==> src/rtl/funnel_shift_pkg.sv <==
package funnel_shift_pkg;

  typedef enum logic [2:0] {
    SH_LSR = 3'b000,
    SH_ASR = 3'b001,
    SH_LSL = 3'b010,
    SH_ROR = 3'b011,
    SH_ROL = 3'b100
  } shift_kind_e;

endpackage

==> src/rtl/funnel_select.sv <==
// Chooses upper word, lower word and right offset for the funnel.
module funnel_select #(
  parameter int WIDTH = 32,
  localparam int SHW = $clog2(WIDTH)
) (
  input  logic [2:0]       kind,
  input  logic [SHW-1:0]   amount,
  input  logic [WIDTH-1:0] data,
  output logic [WIDTH-1:0] upper,
  output logic [WIDTH-1:0] lower,
  output logic [SHW-1:0]   offset,
  output logic             legal
);
  import funnel_shift_pkg::*;

  logic [SHW-1:0] neg_amount;
  logic           amount_zero;

  // (WIDTH - amount) mod WIDTH, valid because WIDTH is a power of two
  assign neg_amount  = SHW'(0) - amount;
  assign amount_zero = (amount == '0);

  always_comb begin
    upper  = '0;
    lower  = '0;
    offset = '0;
    legal  = 1'b1;
    case (kind)
      SH_LSR: begin
        lower  = data;
        offset = amount;
      end
      SH_ASR: begin
        upper  = {WIDTH{data[WIDTH-1]}};
        lower  = data;
        offset = amount;
      end
      SH_LSL: begin
        if (amount_zero) begin
          lower = data;
        end else begin
          upper  = data;
          offset = neg_amount;
        end
      end
      SH_ROR: begin
        upper  = data;
        lower  = data;
        offset = amount;
      end
      SH_ROL: begin
        upper  = data;
        lower  = data;
        offset = neg_amount;
      end
      default: legal = 1'b0;
    endcase
  end

endmodule

==> src/rtl/funnel_core.sv <==
// Right-extracting funnel: log2(WIDTH) stages of 2:1 multiplexers.
module funnel_core #(
  parameter int WIDTH = 32,
  localparam int SHW = $clog2(WIDTH),
  localparam int DW  = 2 * WIDTH
) (
  input  logic [WIDTH-1:0] upper,
  input  logic [WIDTH-1:0] lower,
  input  logic [SHW-1:0]   offset,
  output logic [WIDTH-1:0] window
);

  logic [DW-1:0] stage [0:SHW];

  assign stage[0] = {upper, lower};

  for (genvar k = 0; k < SHW; k++) begin : g_stage
    localparam int STEP = 1 << k;
    assign stage[k+1] = offset[k] ? (stage[k] >> STEP) : stage[k];
  end

  assign window = stage[SHW][WIDTH-1:0];

endmodule

==> src/rtl/funnel_shift_unit.sv <==
module funnel_shift_unit #(
  parameter int WIDTH = 32,
  localparam int SHW = $clog2(WIDTH)
) (
  input  logic             clk,
  input  logic             rst,
  input  logic [2:0]       op_sel,
  input  logic [SHW-1:0]   shamt,
  input  logic [WIDTH-1:0] operand,
  output logic [WIDTH-1:0] result
);
  import funnel_shift_pkg::*;

  logic [WIDTH-1:0] upper_w;
  logic [WIDTH-1:0] lower_w;
  logic [SHW-1:0]   offset_w;
  logic             legal_w;
  logic [WIDTH-1:0] window_w;

  funnel_select #(.WIDTH(WIDTH)) u_select (
    .kind   (op_sel),
    .amount (shamt),
    .data   (operand),
    .upper  (upper_w),
    .lower  (lower_w),
    .offset (offset_w),
    .legal  (legal_w)
  );

  funnel_core #(.WIDTH(WIDTH)) u_core (
    .upper  (upper_w),
    .lower  (lower_w),
    .offset (offset_w),
    .window (window_w)
  );

  always_ff @(posedge clk) begin
    if (rst) result <= '0;
    else     result <= legal_w ? window_w : '0;
  end


  a_r1_reset_clear: assert property (@(posedge clk) rst |=> result == '0);


  a_r8_zero_pass: assert property (@(posedge clk) disable iff (rst)
    (shamt == '0 && op_sel <= 3'b100) |=> result == $past(operand));


  a_r6_r7_rot_ones: assert property (@(posedge clk) disable iff (rst)
    (op_sel == 3'b011 || op_sel == 3'b100)
      |=> $countones(result) == $countones($past(operand)));


  a_r3_lsr_top_zero: assert property (@(posedge clk) disable iff (rst)
    (op_sel == 3'b000 && shamt != '0) |=> result[WIDTH-1] == 1'b0);


  a_r4_asr_sign: assert property (@(posedge clk) disable iff (rst)
    (op_sel == 3'b001) |=> result[WIDTH-1] == $past(operand[WIDTH-1]));


  a_r5_lsl_low_zero: assert property (@(posedge clk) disable iff (rst)
    (op_sel == 3'b010 && shamt != '0) |=> result[0] == 1'b0);


  a_r9_bad_code_zero: assert property (@(posedge clk) disable iff (rst)
    (op_sel > 3'b100) |=> result == '0);

endmodule

==> config.mk <==
export PLATFORM = sky130hd
export DESIGN_NAME = funnel_shift_unit
export DESIGN_NICKNAME = d
export VERILOG_FILES = /design/src/rtl/funnel_shift_pkg.sv /design/src/rtl/funnel_select.sv /design/src/rtl/funnel_core.sv /design/src/rtl/funnel_shift_unit.sv
export SDC_FILE = /design/constraint.sdc
export NUM_CORES = 1
export LEC_CHECK = 0
export BUFFER_PORTS_ARGS = -buffer_cell sky130_fd_sc_hd__buf_4
export CAP_MARGIN = 5
export CORE_ASPECT_RATIO = 2
export CORE_MARGIN = 3
export CORE_UTILIZATION = 55
export DETAILED_ROUTE_END_ITERATION = 6
export GPL_TIMING_DRIVEN = 1
export PLACE_DENSITY_LB_ADDON = 0.3
export SYNTH_ARGS = -nofsm -noshare
export SYNTH_HDL_FRONTEND = slang
export SYNTH_HIERARCHICAL = 1
export SYNTH_SLANG_ARGS = --single-unit
==> constraint.sdc <==
create_clock -name clk -period 4.35 [get_ports clk]
set_input_delay 0.2175 -clock clk [delete_from_list [all_inputs] [get_ports clk]]
set_output_delay 0.2175 -clock clk [all_outputs]
set_load 0.005 [all_outputs]
# Word level (Yosys, flattened, before mapping)
# Index checks and enable logic that the tools add are counted.
[totals]
ff_bits = 32
input_bits = 42
out_inout_bits = 32
elab_cells = 26
[op_classes]
add_sub_neg = 1
n_eq_ne = 4
n_mux = 12
n_bitwise = 1
n_reduce_logical = 7
[op_table]
columns = ["op", "n"]
rows = [
  ["case mux 31 bit (3 select lines)", 1],
  ["2-to-1 mux 32 bit", 2],
  ["case mux 32 bit (2 select lines)", 1],
  ["2-to-1 mux 62 bit", 1],
  ["2-to-1 mux 60 bit", 1],
  ["2-to-1 mux 56 bit", 1],
  ["2-to-1 mux 48 bit", 1],
  ["2-to-1 mux 31 bit", 1],
  ["case mux 5 bit (3 select lines)", 1],
  ["== test 3 x 2 -> 1 bit, second input constant", 2],
  ["zero test 5 bit", 1],
  ["2-to-1 mux 5 bit", 1],
  ["OR reduction 5 bit", 1],
  ["subtractor 1 x 5 -> 5 bit, first input constant", 1],
  ["OR reduction 2 bit", 2],
  ["OR reduction 4 bit", 1],
  ["== test 3 x 1 -> 1 bit, second input constant", 1],
  ["== test 3 bit, second input constant", 1],
  ["zero test 3 bit", 1],
  ["OR reduction 3 bit", 1],
  ["2-to-1 mux 1 bit", 1],
  ["NOT 1 bit", 1],
]

# Depth between registers and ports, before layout
# Gate-level depths: netlist (run 1).
[logic_depth]
depth_word = 8
mapped_depth = 16

# Cells and area by module
# Netlist (run 1), hierarchy kept.
[modules_own_cells]
columns = ["mod", "n_inst", "cells_each", "area_each_um2"]
rows = [
  ["funnel_core", 1, 348, 3195.6],
  ["funnel_shift_unit", 1, 70, 998.5],
  ["funnel_select", 1, 122, 888.4],
]

# Least setup slack after synthesis (run 1)
# OpenSTA, ideal clock, no wires.
[synth_timing]
kind = "in2reg"
from = "in shamt[0]"
to = "reg result[12]"
setup_time_ps = 117
arrival_time_ps = 3167
slack_ps = 1066
cell_stages = 13
cell_sequence = "inv_1 > ha_1 > nor3b_1 > ha_1 > or4b_1 > nor3_2 > a211o_1 > buf_2 > mux4_2 > mux2_2 > nand2_1 > or4b_1 > and3b_2"
[synth_between]
elab_cells_between_ends = 13
[synth_rtl]
columns = ["element", "line", "text"]
rows = [
  ["from (decl)", "funnel_shift_unit.sv:8", "input logic [SHW-1:0] shamt,"],
  ["subtractor 1 x 5 -> 5 bit or zero test 5 bit (tied branches)", "funnel_select.sv:20, funnel_select.sv:21", ""],
  ["2-to-1 mux 5 bit", "funnel_select.sv:39", "if (amount_zero) begin"],
  ["case mux 5 bit (3 select lines) (*)", "funnel_select.sv:28", "case (kind)"],
  ["named net offset_w[3]", "funnel_shift_unit.sv:16", "logic [SHW-1:0] offset_w;"],
  ["2-to-1 mux 48 bit (*)", "funnel_core.sv:19", "assign stage[k+1] = offset[k] ? (stage[k] >> STEP) : stage[k];"],
  ["2-to-1 mux 32 bit (*)", "funnel_core.sv:19", ""],
  ["named net window_w[12]", "funnel_shift_unit.sv:18", "logic [WIDTH-1:0] window_w;"],
  ["to (signal assigned)", "funnel_shift_unit.sv:39", "else result <= legal_w ? window_w : '0;"],
  ["to (decl)", "funnel_shift_unit.sv:10", "output logic [WIDTH-1:0] result"],
]
# The timed path passes the listed nets; every way through them passes the cells marked *.
# A chain may end at the register's enable or synchronous reset.

# Final worst setup path (run 1)
[layout_timing]
from = "in shamt[0]"
to = "reg result[28]"
# Same word-level chain as after synthesis.

==> qor.csv, run 1 <==
metric,value,unit
layout_commonest_cell,buf_4,
tightest_slew,1.07,ns
drc,0,
period_share,94.5,%
gr-total-overflow,0,
port_buffers,73,
synth.avg_cell_area,9.42,um2
avgViaCountPerCell,7.48,
final_hold_viol_count,0,
antenna_found_initial,1,
fp.dieH,142,um
maxSlewViolCount,0,
die-area,10500,um2
cts.sinks,32,
powerDensity,260,nW/um2
io_pins,74,
root_buffer,clkbuf_16,
max-vdd-ir-drop,201,uV
cts_max_path_buffers,2,
vias,5214,
grt_max_degree,33,
detail-route-antenna-nets,0,
die_w,73.9,um
clkTransAtPathRegs,0.05,ns
final_cell_mix,"buf_4 (97), mux2i_1 (69), mux2_2 (50), and2_1 (34)",
setup_slack,0.240,ns
path_max_fanout,17,
wirelength,20.5,mm
post_cts_buffers,0,
grt_pass1_wl,31.0,mm
drive_gt1_share,38.4,%
leakage,2.73,nW
status,"finished, final reports clean",
num_rows,49,
slowest_delay,0.73,ns
hp-start,rst,
tns,0,ns
dr.pass1.iters,5,
track_usage,40.2,%
hp-class,input pin to flip-flop,
path_cells,buf_4 > inv_1 > ha_1 > nor3b_1 > ha_1 > or4b_1 > nor3_2 > a211o_1 > mux4_2 > mux2_2 > a222oi_1 > nand3_1 > and3b_2,
drt_iter0_drc,609,
hpwl,16.5,mm
gp_congestion,1.16,
htreeDepth,2,
cts_resized,0,
whs_path_depth,2,
wl_per_cell,29.5,um
finalInstanceArea,5790,um2
placed_area,5650,um2
critPathMostFrequentCell,ha_1,
synthesis.nets,584,
slew_headroom,28.4,%
rsz0062_at_grt,no,
critPathLaunch,shamt[0],
top_regs,result: 32 flops,
start_util,56.3,%
fmax,0.243,GHz
cp.arrival,4.28,ns
maxCapViolCount,0,
largest_register_ffs,32,
critPathSlowestCell,a222oi_1,
post-route-min-period,4.11,ns
start_kind,input pin,
end_kind,flip-flop,
dp_slack,0.198,ns
core,9010,um2
setup_viol,0,
syn_area,5070,um2
regMostFlops,result,
fin_nets,639,
syn-instance-count,539,
cts_made_buffers,5,
grt_pass1_vias,5253,
ctsHoldBuffers,0,
whs_endpoint,result[17],
synth_warnings,6,
synthToLayoutAreaGrowth,14.1,%
crit_required,4.52,ns
path_class,input pin to flip-flop,
cts_tree,done,
-- final cells by class --
class	instances	area (um2)
antenna	1	2.50
clock buffer	6	129
clock inverter	1	5.00
fill	766	3220
inverter	9	33.8
multi-input combinational	449	4120
sequential	32	641
tap	102	128
timing repair buffer	97	728
-- per-layer routing --
metal	GRT usage [%]	up-vias	part of all wire, %
met4	35.8	0	12
met2	67.1	372	49
li1	-	2247	-
met1	41.6	2460	32
met3	6.03	135	7.2
met5	0	-	0
-- worst max-delay path: cells and delay by family --
kind                       cells  cell delay, ns
buffers and inverters          2            0.14
and+or+nand+nor                5            1.16
adders and majority gates      2            0.47
muxes                          2            0.92
AOI/OAI and AO/OA              2            1.35
-- worst max path at each step --
stage / end
finish: result[28]
global route: result[28]
CTS: result[28]
detailed placement: result[28]
global placement: result[28]
floorplan: result[12]
-- power by group --
group | switching [mW] | internal [mW]
registers | 0.00739 | 0.319
logic | 0.477 | 0.372
clock network | 0.120 | 0.208
-- metrics by stage --
step / util (%) / power [mW] / std cells / hold slack [ns]
5_1_grt: 64.2 / 1.57 / 697 / 0.425
4_1_cts: 64.2 / 1.48 / 696 / 0.407
2_1_floorplan: - / 0.886 / 539 / 0.445
6_report: 64.2 / 1.50 / 697 / 0.420
3_3_place_gp: 62.7 / 1.14 / 689 / 0.597
3_5_place_dp: 62.7 / 1.14 / 689 / 0.596
No activity file was read; power rests on OpenSTA's default activity.
==> inputs of run 2 (changes only) <==
--- a/config.mk
+++ b/config.mk
@@ -15,5 +15,4 @@
 export PLACE_DENSITY_LB_ADDON = 0.3
 export SYNTH_ARGS = -nofsm -noshare
 export SYNTH_HDL_FRONTEND = slang
-export SYNTH_HIERARCHICAL = 1
 export SYNTH_SLANG_ARGS = --single-unit
==> run 2 against run 1 <==
Net effect: sequential share of layout area about the same; clock power up 21%; critical path type unchanged; sequential power up 1%; die area down 0.56%; worst setup slack better by 0.50 ns; fmax up 14%; routed wire length down 3.3%; non-clock buffer count down 3.
==> qor.csv, run 2 <==
metric,value,unit,change
drc,0,,unchanged
synth_warnings,0,,was 6
powerDensity,273,nW/um2,was 260 nW/um2
path_cells,buf_4 > inv_1 > ha_1 > nor3b_1 > ha_1 > nor4bb_1 > a21oi_1 > o21a_1 > buf_4 > mux2i_1 > mux2i_1 > mux2i_1 > mux2i_1 > o21ai_0,,was buf_4 > inv_1 > ha_1 > nor3b_1 > ha_1 > or4b_1 > nor3_2 > a211o_1 > mux4_2 > mux2_2 > a222oi_1 > nand3_1 > and3b_2
grt_pass1_vias,5208,,was 5253
synth.avg_cell_area,8.30,um2,was 9.42 um2
power,1.57,mW,was 1.50 mW
crit_required,4.55,ns,was 4.52 ns
gr-total-overflow,0,,unchanged
post-route-min-period,3.61,ns,was 4.11 ns
die_w,73.7,um,was 73.9 um
clkTransAtPathRegs,0.05,ns,about the same
worst_hold_slack,0.369,ns,was 0.420 ns
max-vdd-ir-drop,184,uV,was 201 uV
num_rows,48,,was 49
wirelength,19.9,mm,was 20.5 mm
final_hold_viol_count,0,,unchanged
synth_edf_count,0,,
seq_area_frac_synth,12.7,%,
setup_viol,0,,unchanged
synth_adder_area_share,0.744,%,
synth_xor_area_share,0,%,
drive_gt1_share,26.0,%,was 38.4%
antenna_found_initial,0,,was 1
regMostFlops,result,,unchanged
io_pins,74,,unchanged
maxCapViolCount,0,,unchanged
vias,5545,,was 5214
post-synth-top-count-cell,mux2i_1,,
cts_resized,0,,unchanged
die-area,10400,um2,was 10500 um2
dr.pass1.iters,6,,was 5
track_usage,38.6,%,was 40.2%
status,"finished, final reports clean",,unchanged
whs_endpoint,result[6],,was result[17]
maxSlewViolCount,0,,unchanged
avgViaCountPerCell,7.42,,was 7.48
drt_iter0_drc,560,,was 609
synth_compound_area_share,27.3,%,
synth.area.mux_share,39.7,%,
regArea,641,um2,unchanged
cts_tree,done,,unchanged
async_flop_share,0,%,
multi_input_area,4090,um2,was 4120 um2
placed_area,5610,um2,was 5650 um2
start_util,57.5,%,was 56.3%
grt_max_degree,55,,was 33
path_class,input pin to flip-flop,,unchanged
core,8770,um2,was 9010 um2
leakage,2.46,nW,was 2.73 nW
period_share,83.0,%,was 94.5%
rsz0062_at_grt,no,,unchanged
htreeDepth,2,,unchanged
hp-start,rst,,unchanged
fp.dieH,141,um,was 142 um
hp-class,input pin to flip-flop,,unchanged
tns,0,ns,unchanged
synth_top_area_share,25.2,%,
largest_register_ffs,32,,unchanged
port_buffers,73,,unchanged
ys_types,51,,
ctsHoldBuffers,0,,unchanged
layout_commonest_cell,mux2i_1,,was buf_4
synthesis.nets,653,,was 584
whs_path_depth,3,,was 2
detail-route-antenna-nets,0,,unchanged
grt_pass1_wl,30.5,mm,was 31.0 mm
synth_seq_cells,32,,
synth-simple-area-share,13.0,%,
slew_headroom,20.3,%,was 28.4%
critPathSlowestCell,o21a_1,,was a222oi_1
path_max_fanout,10,,was 17
syn_area,5040,um2,was 5070 um2
tightest_slew,1.20,ns,was 1.07 ns
cts_max_path_buffers,2,,unchanged
top_regs,result: 32 flops,,unchanged
start_kind,input pin,,unchanged
cp.arrival,3.81,ns,was 4.28 ns
synth_top_family_by_area,multiplexers,,
synthToLayoutAreaGrowth,14.4,%,was 14.1%
fmax,0.277,GHz,was 0.243 GHz
nFillCells,766,,unchanged
critPathMostFrequentCell,mux2i_1,,was ha_1
post_cts_buffers,0,,unchanged
slowest_delay,0.46,ns,was 0.73 ns
synth_common_cells,"mux2i_1 (127), nand2_1 (56), mux2_2 (47)",,
cts_made_buffers,5,,unchanged
cts.sinks,32,,unchanged
final_cell_mix,"mux2i_1 (127), buf_4 (92), nand2_1 (56), mux2_2 (47), a22oi_1 (33)",,"was buf_4 (97), mux2i_1 (69), mux2_2 (50), and2_1 (34)"
hpwl,15.5,mm,was 16.5 mm
end_kind,flip-flop,,unchanged
syn-instance-count,608,,was 539
finalInstanceArea,5770,um2,was 5790 um2
antenna_cells,0,,was 1
synth-main-ff-cell,dfxtp_1,,
synth_area_leader_cell,mux2i_1,,
synthTopCellsByArea,"mux2i_1 (25%), dfxtp_1 (13%), mux2_2 (10%)",,
wl_per_cell,26.6,um,was 29.5 um
root_buffer,clkbuf_16,,unchanged
gp_congestion,1.05,,was 1.16
fin_nets,691,,was 639
[run 2: cell families after synthesis]
family | after synthesis
mux | 183
buf+inv | 68
flops | 32
compound gates | 186
fa+ha+maj | 3
simple gates | 136
[run 2: stage by stage]
step / setup slack, ns / utilization, % / cells
6_report: 0.739 / 65.8 / 747
3_5_place_dp: 0.560 / 63.9 / 739
5_1_grt: 0.604 / 65.8 / 747
2_1_floorplan: 1.35 / - / 608
4_1_cts: 0.842 / 65.8 / 747
3_3_place_gp: 0.627 / 63.9 / 739
[run 2: layout make-up]
class | count | area share [%]
Timing Repair Buffer | 94 | 12.7
Sequential cell | 32 | 11.1
Inverter | 5 | 0.325
Tap cell | 100 | 2.17
Clock buffer | 5 | 2.17
Clock inverter | 3 | 0.737
Multi-Input combinational cell | 508 | 70.8
[run 2: metal layers]
layer	routed length (um)	vias to the layer above	share of wire (%)	GRT usage, %
met5	0	-	0	0
met1	6880	2617	35	43.2
met2	9880	381	50	63.8
met3	1320	101	6.7	4.89
met4	1790	0	9.0	29.2
li1	-	2446	-	-
[run 2: how the worst max path moves through the flow]
stage,start,end,slack (ns),cells past startpoint
floorplan,shamt[0],result[18],1.35,14
global placement,shamt[0],result[19],0.63,12
detailed placement,shamt[0],result[19],0.56,12
CTS,shamt[0],result[19],0.84,12
global route,shamt[0],result[15],0.60,14
finish,shamt[0],result[31],0.74,14
[run 2: worst max-delay path: cells and delay by family]
kind	cells	cell delay, ns
fa+ha+maj	2	0.63
simple gates	2	0.39
mux	4	1.15
compound gates	3	0.97
buf+inv	3	0.45
[run 2: report_power, final]
part / switching [mW] / internal [mW]
sequential: 0.00802 / 0.322
combinational: 0.497 / 0.349
clock: 0.129 / 0.269
